`src/rtl/sdq_pkg.sv`:
```
package sdq_pkg;
  localparam int unsigned SDQ_TAG_W     = 4;
  localparam int unsigned SDQ_DATA_W    = 64;
  localparam int unsigned SDQ_DEPTH     = 3;
  localparam int unsigned SDQ_FLUSH_DLY = 2;
endpackage

```
`src/rtl/sdq_mem.sv`:
```
module sdq_mem #(
  parameter int unsigned DEPTH = 3,
  parameter int unsigned W     = 68,
  localparam int unsigned AW   = (DEPTH > 1) ? $clog2(DEPTH) : 1
) (
  input  logic          clk,
  input  logic          we,
  input  logic [AW-1:0] waddr,
  input  logic [W-1:0]  wdata,
  input  logic [AW-1:0] raddr,
  output logic [W-1:0]  rdata
);
  logic [W-1:0] slots [DEPTH];

  always_ff @(posedge clk) begin
    if (we) slots[waddr] <= wdata;
  end

  assign rdata = slots[raddr];
endmodule

```
`src/rtl/sdq_flush_timer.sv`:
```
module sdq_flush_timer #(
  parameter int unsigned DLY = 2,
  localparam int unsigned TW = $clog2(DLY + 1)
) (
  input  logic clk,
  input  logic rst,
  input  logic flush_i,
  output logic clear_o
);
  logic [TW-1:0] remain_q;

  always_ff @(posedge clk) begin
    if (rst)                   remain_q <= '0;
    else if (flush_i)          remain_q <= TW'(DLY);
    else if (remain_q != '0)   remain_q <= remain_q - 1'b1;
  end

  // clear fires on the edge where the countdown expires, unless a fresh notice restarts it
  assign clear_o = (remain_q == TW'(1)) && !flush_i;

  if (DLY > 1) begin : g_chk
    assert_no_early_clear_R6: assert property (@(posedge clk) disable iff (rst)
      flush_i |=> !clear_o);
  end
endmodule

```
`src/rtl/sdq_ctrl.sv`:
```
module sdq_ctrl #(
  parameter int unsigned DEPTH    = 3,
  parameter int unsigned STOP_LVL = 2,
  localparam int unsigned AW      = (DEPTH > 1) ? $clog2(DEPTH) : 1,
  localparam int unsigned CW      = $clog2(DEPTH + 1)
) (
  input  logic          clk,
  input  logic          rst,
  input  logic          push_i,
  input  logic          rdy_i,
  input  logic          clear_i,
  output logic          wr_en_o,
  output logic [AW-1:0] wr_ptr_o,
  output logic [AW-1:0] rd_ptr_o,
  output logic          vld_o,
  output logic          stop_o,
  output logic          ovf_o
);
  logic [CW-1:0] cnt_q, cnt_nx;
  logic [AW-1:0] wp_q, rp_q;
  logic          stop_q, ovf_q;
  logic          pop, full, take, lost;

  function automatic logic [AW-1:0] wrap_inc(input logic [AW-1:0] p);
    return (p == AW'(DEPTH - 1)) ? '0 : p + 1'b1;
  endfunction

  assign full = (cnt_q == CW'(DEPTH));
  assign pop  = rdy_i && (cnt_q != '0);
  assign take = push_i && !clear_i && (!full || pop);
  assign lost = push_i && !clear_i && full && !pop;

  always_comb begin
    if (clear_i) cnt_nx = '0;
    else         cnt_nx = cnt_q + CW'(take) - CW'(pop);
  end

  always_ff @(posedge clk) begin
    if (rst) begin
      cnt_q  <= '0;
      wp_q   <= '0;
      rp_q   <= '0;
      stop_q <= 1'b0;
      ovf_q  <= 1'b0;
    end else begin
      cnt_q  <= cnt_nx;
      stop_q <= (cnt_nx >= CW'(STOP_LVL));
      if (lost) ovf_q <= 1'b1;
      if (clear_i) begin
        wp_q <= '0;
        rp_q <= '0;
      end else begin
        if (take) wp_q <= wrap_inc(wp_q);
        if (pop)  rp_q <= wrap_inc(rp_q);
      end
    end
  end

  assign wr_en_o  = take;
  assign wr_ptr_o = wp_q;
  assign rd_ptr_o = rp_q;
  assign vld_o    = (cnt_q != '0);
  assign stop_o   = stop_q;
  assign ovf_o    = ovf_q;

  assert_count_bound_R2: assert property (@(posedge clk) disable iff (rst)
    cnt_q <= CW'(DEPTH));
  assert_stop_level_R3: assert property (@(posedge clk) disable iff (rst)
    stop_q == (cnt_q >= CW'(STOP_LVL)));
  assert_clear_empties_R5: assert property (@(posedge clk) disable iff (rst)
    clear_i |=> (cnt_q == '0));
  assert_ovf_sticky_R7: assert property (@(posedge clk) disable iff (rst)
    ovf_q |=> ovf_q);
  assert_full_swap_R9: assert property (@(posedge clk) disable iff (rst)
    (full && push_i && rdy_i && !clear_i) |=> (cnt_q == CW'(DEPTH)));
  assert_last_pop_R4: assert property (@(posedge clk) disable iff (rst)
    (cnt_q == CW'(1) && rdy_i && !push_i) |=> !vld_o);
endmodule

```
`src/rtl/sdq_top.sv`:
```
module sdq_top #(
  parameter int unsigned TAG_W     = sdq_pkg::SDQ_TAG_W,
  parameter int unsigned DATA_W    = sdq_pkg::SDQ_DATA_W,
  parameter int unsigned DEPTH     = sdq_pkg::SDQ_DEPTH,
  parameter int unsigned FLUSH_DLY = sdq_pkg::SDQ_FLUSH_DLY,
  localparam int unsigned STOP_LVL = DEPTH - 1,
  localparam int unsigned EW       = TAG_W + DATA_W,
  localparam int unsigned AW       = (DEPTH > 1) ? $clog2(DEPTH) : 1
) (
  input  logic              clk,
  input  logic              rst,
  input  logic              in_vld_i,
  input  logic [TAG_W-1:0]  in_tag_i,
  input  logic [DATA_W-1:0] in_data_i,
  output logic              stop_o,
  input  logic              flush_i,
  output logic              out_vld_o,
  input  logic              out_rdy_i,
  output logic [TAG_W-1:0]  out_tag_o,
  output logic [DATA_W-1:0] out_data_o,
  output logic              ovf_o
);
  logic          clear;
  logic          wr_en;
  logic [AW-1:0] wr_ptr, rd_ptr;
  logic [EW-1:0] head;

  sdq_flush_timer #(.DLY(FLUSH_DLY)) u_timer (
    .clk     (clk),
    .rst     (rst),
    .flush_i (flush_i),
    .clear_o (clear)
  );

  sdq_ctrl #(.DEPTH(DEPTH), .STOP_LVL(STOP_LVL)) u_ctrl (
    .clk      (clk),
    .rst      (rst),
    .push_i   (in_vld_i),
    .rdy_i    (out_rdy_i),
    .clear_i  (clear),
    .wr_en_o  (wr_en),
    .wr_ptr_o (wr_ptr),
    .rd_ptr_o (rd_ptr),
    .vld_o    (out_vld_o),
    .stop_o   (stop_o),
    .ovf_o    (ovf_o)
  );

  sdq_mem #(.DEPTH(DEPTH), .W(EW)) u_mem (
    .clk   (clk),
    .we    (wr_en),
    .waddr (wr_ptr),
    .wdata ({in_tag_i, in_data_i}),
    .raddr (rd_ptr),
    .rdata (head)
  );

  assign {out_tag_o, out_data_o} = head;
endmodule

```
`config.mk`:
```
export PLATFORM = sky130hd
export DESIGN_NAME = sdq_top
export DESIGN_NICKNAME = d
export VERILOG_FILES = /design/src/rtl/sdq_pkg.sv /design/src/rtl/sdq_mem.sv /design/src/rtl/sdq_flush_timer.sv /design/src/rtl/sdq_ctrl.sv /design/src/rtl/sdq_top.sv
export SDC_FILE = /design/constraint.sdc
export NUM_CORES = 1
export LEC_CHECK = 0
export ABC_AREA = 1
export BUFFER_PORTS_ARGS = -buffer_cell sky130_fd_sc_hd__clkbuf_2
export CORE_MARGIN = 2
export CORE_UTILIZATION = 34
export DETAILED_ROUTE_END_ITERATION = 7
export PLACE_DENSITY = 0.52
export SYNTH_ARGS = -nofsm -noshare
export SYNTH_HDL_FRONTEND = slang
export SYNTH_HIERARCHICAL = 1
export SYNTH_SLANG_ARGS = --single-unit
```
`constraint.sdc`:
```
create_clock -name clk -period 6.7 [get_ports clk]
set_clock_uncertainty 0.1 [all_clocks]
set_input_delay 0.67 -clock clk [delete_from_list [all_inputs] [get_ports clk]]
set_output_delay 0.67 -clock clk [all_outputs]
set_load 0.05 [all_outputs]
```
==> results.toml, run 1 <==
[routing]
wire_per_inst_um = 14.8
viasPerCell = 4.31
wirelength_mm = 18.9
drtIter0Drc = 284
num_vias = 5504
drc = 0
drt_first_pass_iters = 4
ant_nets = 0

[pwr]
p_per_area_nw_per_um2 = 411
p_comb_share_pct = 34.3
switching_power_uw = 1720
p_total_uw = 4280
p_int_uw = 2560
switching_share_pct = 40.2
leakage_uw = 0.00469
vdd_drop_max_mv = 0.196
seqPwrFrac_pct = 38.2
clkPwrFrac_pct = 27.5

[logic_synthesis]
syn_inst = 784
yosys-top-cells-count = "nand2_1, edfxtp_1, inv_1"
synth_area_um2 = 8670
synth.area.top_cells = "edfxtp_1, nand2_1, inv_1"
ys.flop_type = "edfxtp_1"
synthDistinctLibCells = 17
synth.avg_cell_area_um2 = 11.1
yosysTopAreaCell = "edfxtp_1"
async_flop_share_pct = 0
syn-num-nets = 859
netlist.area_leader.share_pct = 70.7
synth-seq-cells = 213
synth_edf_count = 204
synth_most_common_cell = "nand2_1"
yosysWarnings = 6
ys_seq_area_share_pct = 72.8

[sta]
tightest_slew_ns = 0.918
min_period_ns = 3.72
tns_ns = 0
slew_violations = 0
fmax_mhz = 269
relSlewSlack_pct = 38.8
hold_viol = 0
post-route-period-util_pct = 55.5
rsz0062_at_grt = "no"
setup_violations = 0

[grt]
gr-total-overflow = 0
grt_usage_pct = 14.2
antenna_found_initial = 1
grt_pass1_wl_mm = 29.4
grt_pass1_vias = 5519
grt_max_degree = 72

[worst_setup_path]
cp.arrival_ns = 2.95
reg2reg_setup_slack_ns = 3.97
crit_required_ns = 5.93
worst_setup_path_end_kind = "primary output"
cp_max_fo = 71
crit_path_start_kind = "register"
rr_worst_depth = 6
setup.worst_path.class = "reg -> out"

[cells_and_area]
drive_above_1_share_pct = 20.9
n_antenna_cell = 0
syn_to_final_growth_pct = 20.2
fin_area_um2 = 10400
nets = 1006
post-route-util_pct = 41.5

[flow_run]
drv_cap = 0

[place]
placed_cell_area_um2 = 9700
port_buffers = 143
gp_congestion = 0.728
place.detailed.hpwl_mm = 10.8

[floorplan]
pin_count = 144
rows = 58
core-area_um2 = 25100
die_h_um = 164
initial_core_util_pct = 34.5
dieWidth_um = 164
die_area_um2 = 26800

[clock_network]
cts_max_level = 1
clk_path_buf_depth = 3
clock-sinks = 213
root_buffer = "clkbuf_16"
holdBufCountCts = 0
post_cts_resized = 0
clk-insertion-delay-late_ns = 0.50
cts_setup_buffers = 0
cts_tree = "yes"
cts_made_buffers = 24
clk_pin_slew_ns = 0.06

[worst_hold_path]
hold_class = "in -> reg"
min_path_cells = 1

[outcome]
status = "completed"
-- placed cells by master (no fill, tap or decap), drive strengths merged, types with 3 or more instances in the layout --
master  netlist  layout
a21oi         6       6
buf          26       8
clkbuf        4     176
clkinv        0       9
dfxtp         9       9
edfxtp      204     204
inv         152     152
nand2       289     289
nand3        74      74
nor2         13      13
nor3          3       3
-- per-stage QoR --
stage / hold WS [ns] / worst slack (ns) / cells
after floorplan: 0.334 / 0.275 / 784
after detailed placement: 0.353 / 3.43 / 1235
after global placement: 0.353 / 3.43 / 1235
after global routing: 0.253 / 2.76 / 1278
after CTS: 0.244 / 2.88 / 1278
final: 0.271 / 2.98 / 1278
-- power by group through the flow --
stage / logic [uW] / registers [uW] / clock network (uW)
global placement: 1490 / 1670 / 0
finish: 1470 / 1640 / 1180
CTS: 1490 / 1640 / 1220
floorplan: 1150 / 1640 / 0
global route: 1590 / 1650 / 1270
detailed placement: 1490 / 1670 / 0
-- worst max-delay path, stage by stage (launching register included) --
cell and delay [ns]:
dfxtp_4 0.94, inv_2 0.54, buf_4 0.43, nand3_1 0.15, nand2_1 0.10, clkbuf_2 0.25
-- registers in the layout, summed over array words and instances, names as in the netlist --
signal	flops
u_timer/remain_q	2
u_ctrl/ovf_o	1
u_ctrl/cnt_q	2
u_mem/slots	204
u_ctrl/rd_ptr_o	2
u_ctrl/wr_ptr_o	2
-- area by class of cell --
type	count	area, um2
repair buffers	151	776
flip-flops and latches	213	6310
clock buffers	33	666
well taps	330	413
fillers	2423	14700
multi-input cells	389	1630
clock inverters	10	51.3
inverters	152	571
-- worst paths after layout --
check	from	end
worst max-delay path	u_ctrl/rd_ptr_o[1]$_SDFFE_PP0P_	out_data_o[4]
worst min-delay path	in_data_i[19]	u_mem/slots[2][19]$_DFFE_PP_
worst max register to register	u_timer/remain_q[0]$_SDFFE_PP0P_	u_mem/slots[2][32]$_DFFE_PP_
worst min register to register	u_timer/remain_q[1]$_SDFFE_PP0P_	u_timer/remain_q[0]$_SDFFE_PP0P_
-- metal layers --
layer / global-route usage, % / up-vias / share of wire (%)
li1: - / 2789 / -
met1: 17.9 / 2545 / 44
met2: 24.9 / 135 / 48
met3: 2.89 / 33 / 5.3
met4: 3.63 / 2 / 2.3
met5: 0 / - / 0.069
-- cell families after synthesis --
group           count (synthesis)  synth area share, %
simple gates                  381                 17.7
fa+ha+maj                       2                0.289
compound gates                  6                0.520
buf+inv                       182                 8.73
flops                         213                 72.8
No activity file was read; power rests on OpenSTA's default activity.
==> inputs of run 2 (changes only) <==
--- a/config.mk
+++ b/config.mk
@@ -10,7 +10,7 @@
 export CORE_MARGIN = 2
 export CORE_UTILIZATION = 34
 export DETAILED_ROUTE_END_ITERATION = 7
-export PLACE_DENSITY = 0.52
+export PLACE_DENSITY = 0.5
 export SYNTH_ARGS = -nofsm -noshare
 export SYNTH_HDL_FRONTEND = slang
 export SYNTH_HIERARCHICAL = 1
==> constraint.sdc (replaced) <==
create_clock -name clk -period 3.8 [get_ports clk]
set_clock_uncertainty 0.1 [all_clocks]
set_input_delay 0.38 -clock clk [delete_from_list [all_inputs] [get_ports clk]]
set_output_delay 0.38 -clock clk [all_outputs]
set_load 0.05 [all_outputs]
==> results.toml, run 2 (synthesized netlist as in run 1, its figures left out) <==
[worst_setup_path]
cp.arrival_ns = 2.30
setup.worst_path.class = "reg -> out"
timing.rr.start = "u_timer/remain_q[1]$_SDFFE_PP0P_"
worst_setup_path_end_kind = "primary output"
cp_max_fo = 44
crit_required_ns = 3.32
reg2reg_setup_slack_ns = 1.51
rr_worst_depth = 5
r2r-end = "u_mem/slots[0][52]$_DFFE_PP_"
crit_chain = "inv_2 -> buf_4 -> nand2_1 -> nand3_1 -> nand2_1 -> clkbuf_2"
crit_path_start_kind = "register"
max_stage_delay_ns = 0.55
critPathSlowestCell = "buf_4"
cpMostUsedCell = "nand2_1"

[cells_and_area]
largest-register = "u_mem/slots"
drive_above_1_share_pct = 18.7
nFillCells = 2394
syn_to_final_growth_pct = 28.3
nets = 1076
final_common_cell = "nand2_1"
mostFrequentLayoutCells = "nand2_1, edfxtp_1, inv_1"
largest_reg_flops = 204
n_antenna_cell = 0

[pwr]
vdd_drop_max_mv = 0.494
switching_power_uw = 3030
switching_share_pct = 40.0
seqPwrFrac_pct = 37.2
leakage_uw = 0.00497
clkPwrFrac_pct = 26.8
p_per_area_nw_per_um2 = 681
p_int_uw = 4540
p_comb_share_pct = 36.0
p_total_uw = 7570

[floorplan]
dieWidth_um = 164
pin_count = 144
die_area_um2 = 26800
initial_core_util_pct = 34.5
core-area_um2 = 25100
die_h_um = 164
rows = 58

[grt]
grt_max_degree = 72
grt_pass1_vias = 5547
antenna_found_initial = 0
use_met3_pct = 2.59
grt_use_met1_pct = 17.5
grt_usage_pct = 13.6
gr-total-overflow = 0
busiest_layer = "met2"
grt_pass1_wl_mm = 28.5
use_met2_pct = 23.8

[routing]
viasPerCell = 4.21
ant_nets = 0
wirelength_mm = 18.3
drtIter0Drc = 269
wire_per_inst_um = 13.6
drt_first_pass_iters = 5
num_vias = 5677
drc = 0

[place]
place.detailed.hpwl_mm = 10.4
gp_congestion = 0.709
port_buffers = 143

[sta]
tns_ns = 0
post-route-period-util_pct = 73.2
min_period_ns = 2.78
rsz0062_at_grt = "no"
slew_violations = 0
relSlewSlack_pct = 41.8
fmax_mhz = 360
tightest_slew_ns = 0.873
hold_viol = 0
setup_violations = 0

[clock_network]
clk_pin_slew_ns = 0.06
clk_path_buf_depth = 3
cts_made_buffers = 24
cts_setup_buffers = 0
cts_tree = "yes"
holdBufCountCts = 69
clock-sinks = 213
post_cts_resized = 0
clk-insertion-delay-late_ns = 0.50
cts_max_level = 1
root_buffer = "clkbuf_16"

[worst_hold_path]
worstHoldStart = "flush_i"
min_to = "u_timer/remain_q[1]$_SDFFE_PP0P_"
hold_class = "in -> reg"
min_path_cells = 3

[flow_run]
drv_cap = 0

[outcome]
status = "completed"
## run 2: cell count changes in the layout (fill, tap and decap cells not counted), sizes merged
cell	previous run	this run
clkinvlp	1	0
dlygate4sd3	0	69
clkbuf	176	175
clkinv	9	10
buf	8	9
## run 2: final cells by class
cell class                 instances  area, um2  area share (%)
multi-input combinational        389       1630            14.7
inverter                         152        571            5.13
sequential                       213       6310            56.8
clock inverter                    10       38.8           0.349
tap                              330        413            3.71
timing repair buffer             221       1500            13.5
clock buffer                      32        652            5.86
## run 2: worst max-delay path by stage
stage	start	endpoint	slack, ns	cells past startpoint
3_3_place_gp	flush_i	u_mem/slots[0][54]$_DFFE_PP_	1.37	6
6_report	u_ctrl/rd_ptr_o[0]$_SDFFE_PP0P_	out_data_o[0]	1.02	6
5_1_grt	u_ctrl/rd_ptr_o[0]$_SDFFE_PP0P_	out_data_o[51]	0.81	6
3_5_place_dp	flush_i	u_mem/slots[0][47]$_DFFE_PP_	1.36	6
4_1_cts	u_ctrl/rd_ptr_o[0]$_SDFFE_PP0P_	out_data_o[41]	0.92	6
2_1_floorplan	u_ctrl/cnt_q[1]$_SDFF_PP0_	u_mem/slots[1][0]$_DFFE_PP_	0.42	5
## run 2: stage by stage
stage | worst slack, ns | cell area, um2 | std cells | utilization, % | hold WS [ns]
floorplan | 0.425 | 8690 | 784 | - | 0.334
global placement | 1.37 | 9740 | 1236 | 38.8 | 0.352
detailed placement | 1.36 | 9740 | 1236 | 38.8 | 0.358
CTS | 0.919 | 11100 | 1347 | 44.3 | 0.0205
global route | 0.806 | 11100 | 1347 | 44.3 | 0.0338
finish | 1.02 | 11100 | 1347 | 44.3 | 0.0467
## run 2: power by group through the flow
| stage | sequential (uW) | clock [uW] | combinational, uW |
|---|---|---|---|
| 6_report | 2820 | 2030 | 2720 |
| 5_1_grt | 2830 | 2180 | 2940 |
| 4_1_cts | 2820 | 2100 | 2780 |
| 3_5_place_dp | 2870 | 0 | 2720 |
| 3_3_place_gp | 2860 | 0 | 2710 |
| 2_1_floorplan | 2880 | 0 | 2040 |
## run 2: routing by layer
layer | vias up | wire [um]
met4 | 0 | 378
met1 | 2595 | 8280
met2 | 129 | 8810
li1 | 2924 | -
met3 | 29 | 860
met5 | - | 0
## run 2: critical path: cells and delay by family, from the launching register on
kind / cells / cell delay, ns
flip-flops: 1 / 0.34
buffers and inverters: 3 / 1.15
AND/OR/NAND/NOR: 3 / 0.27
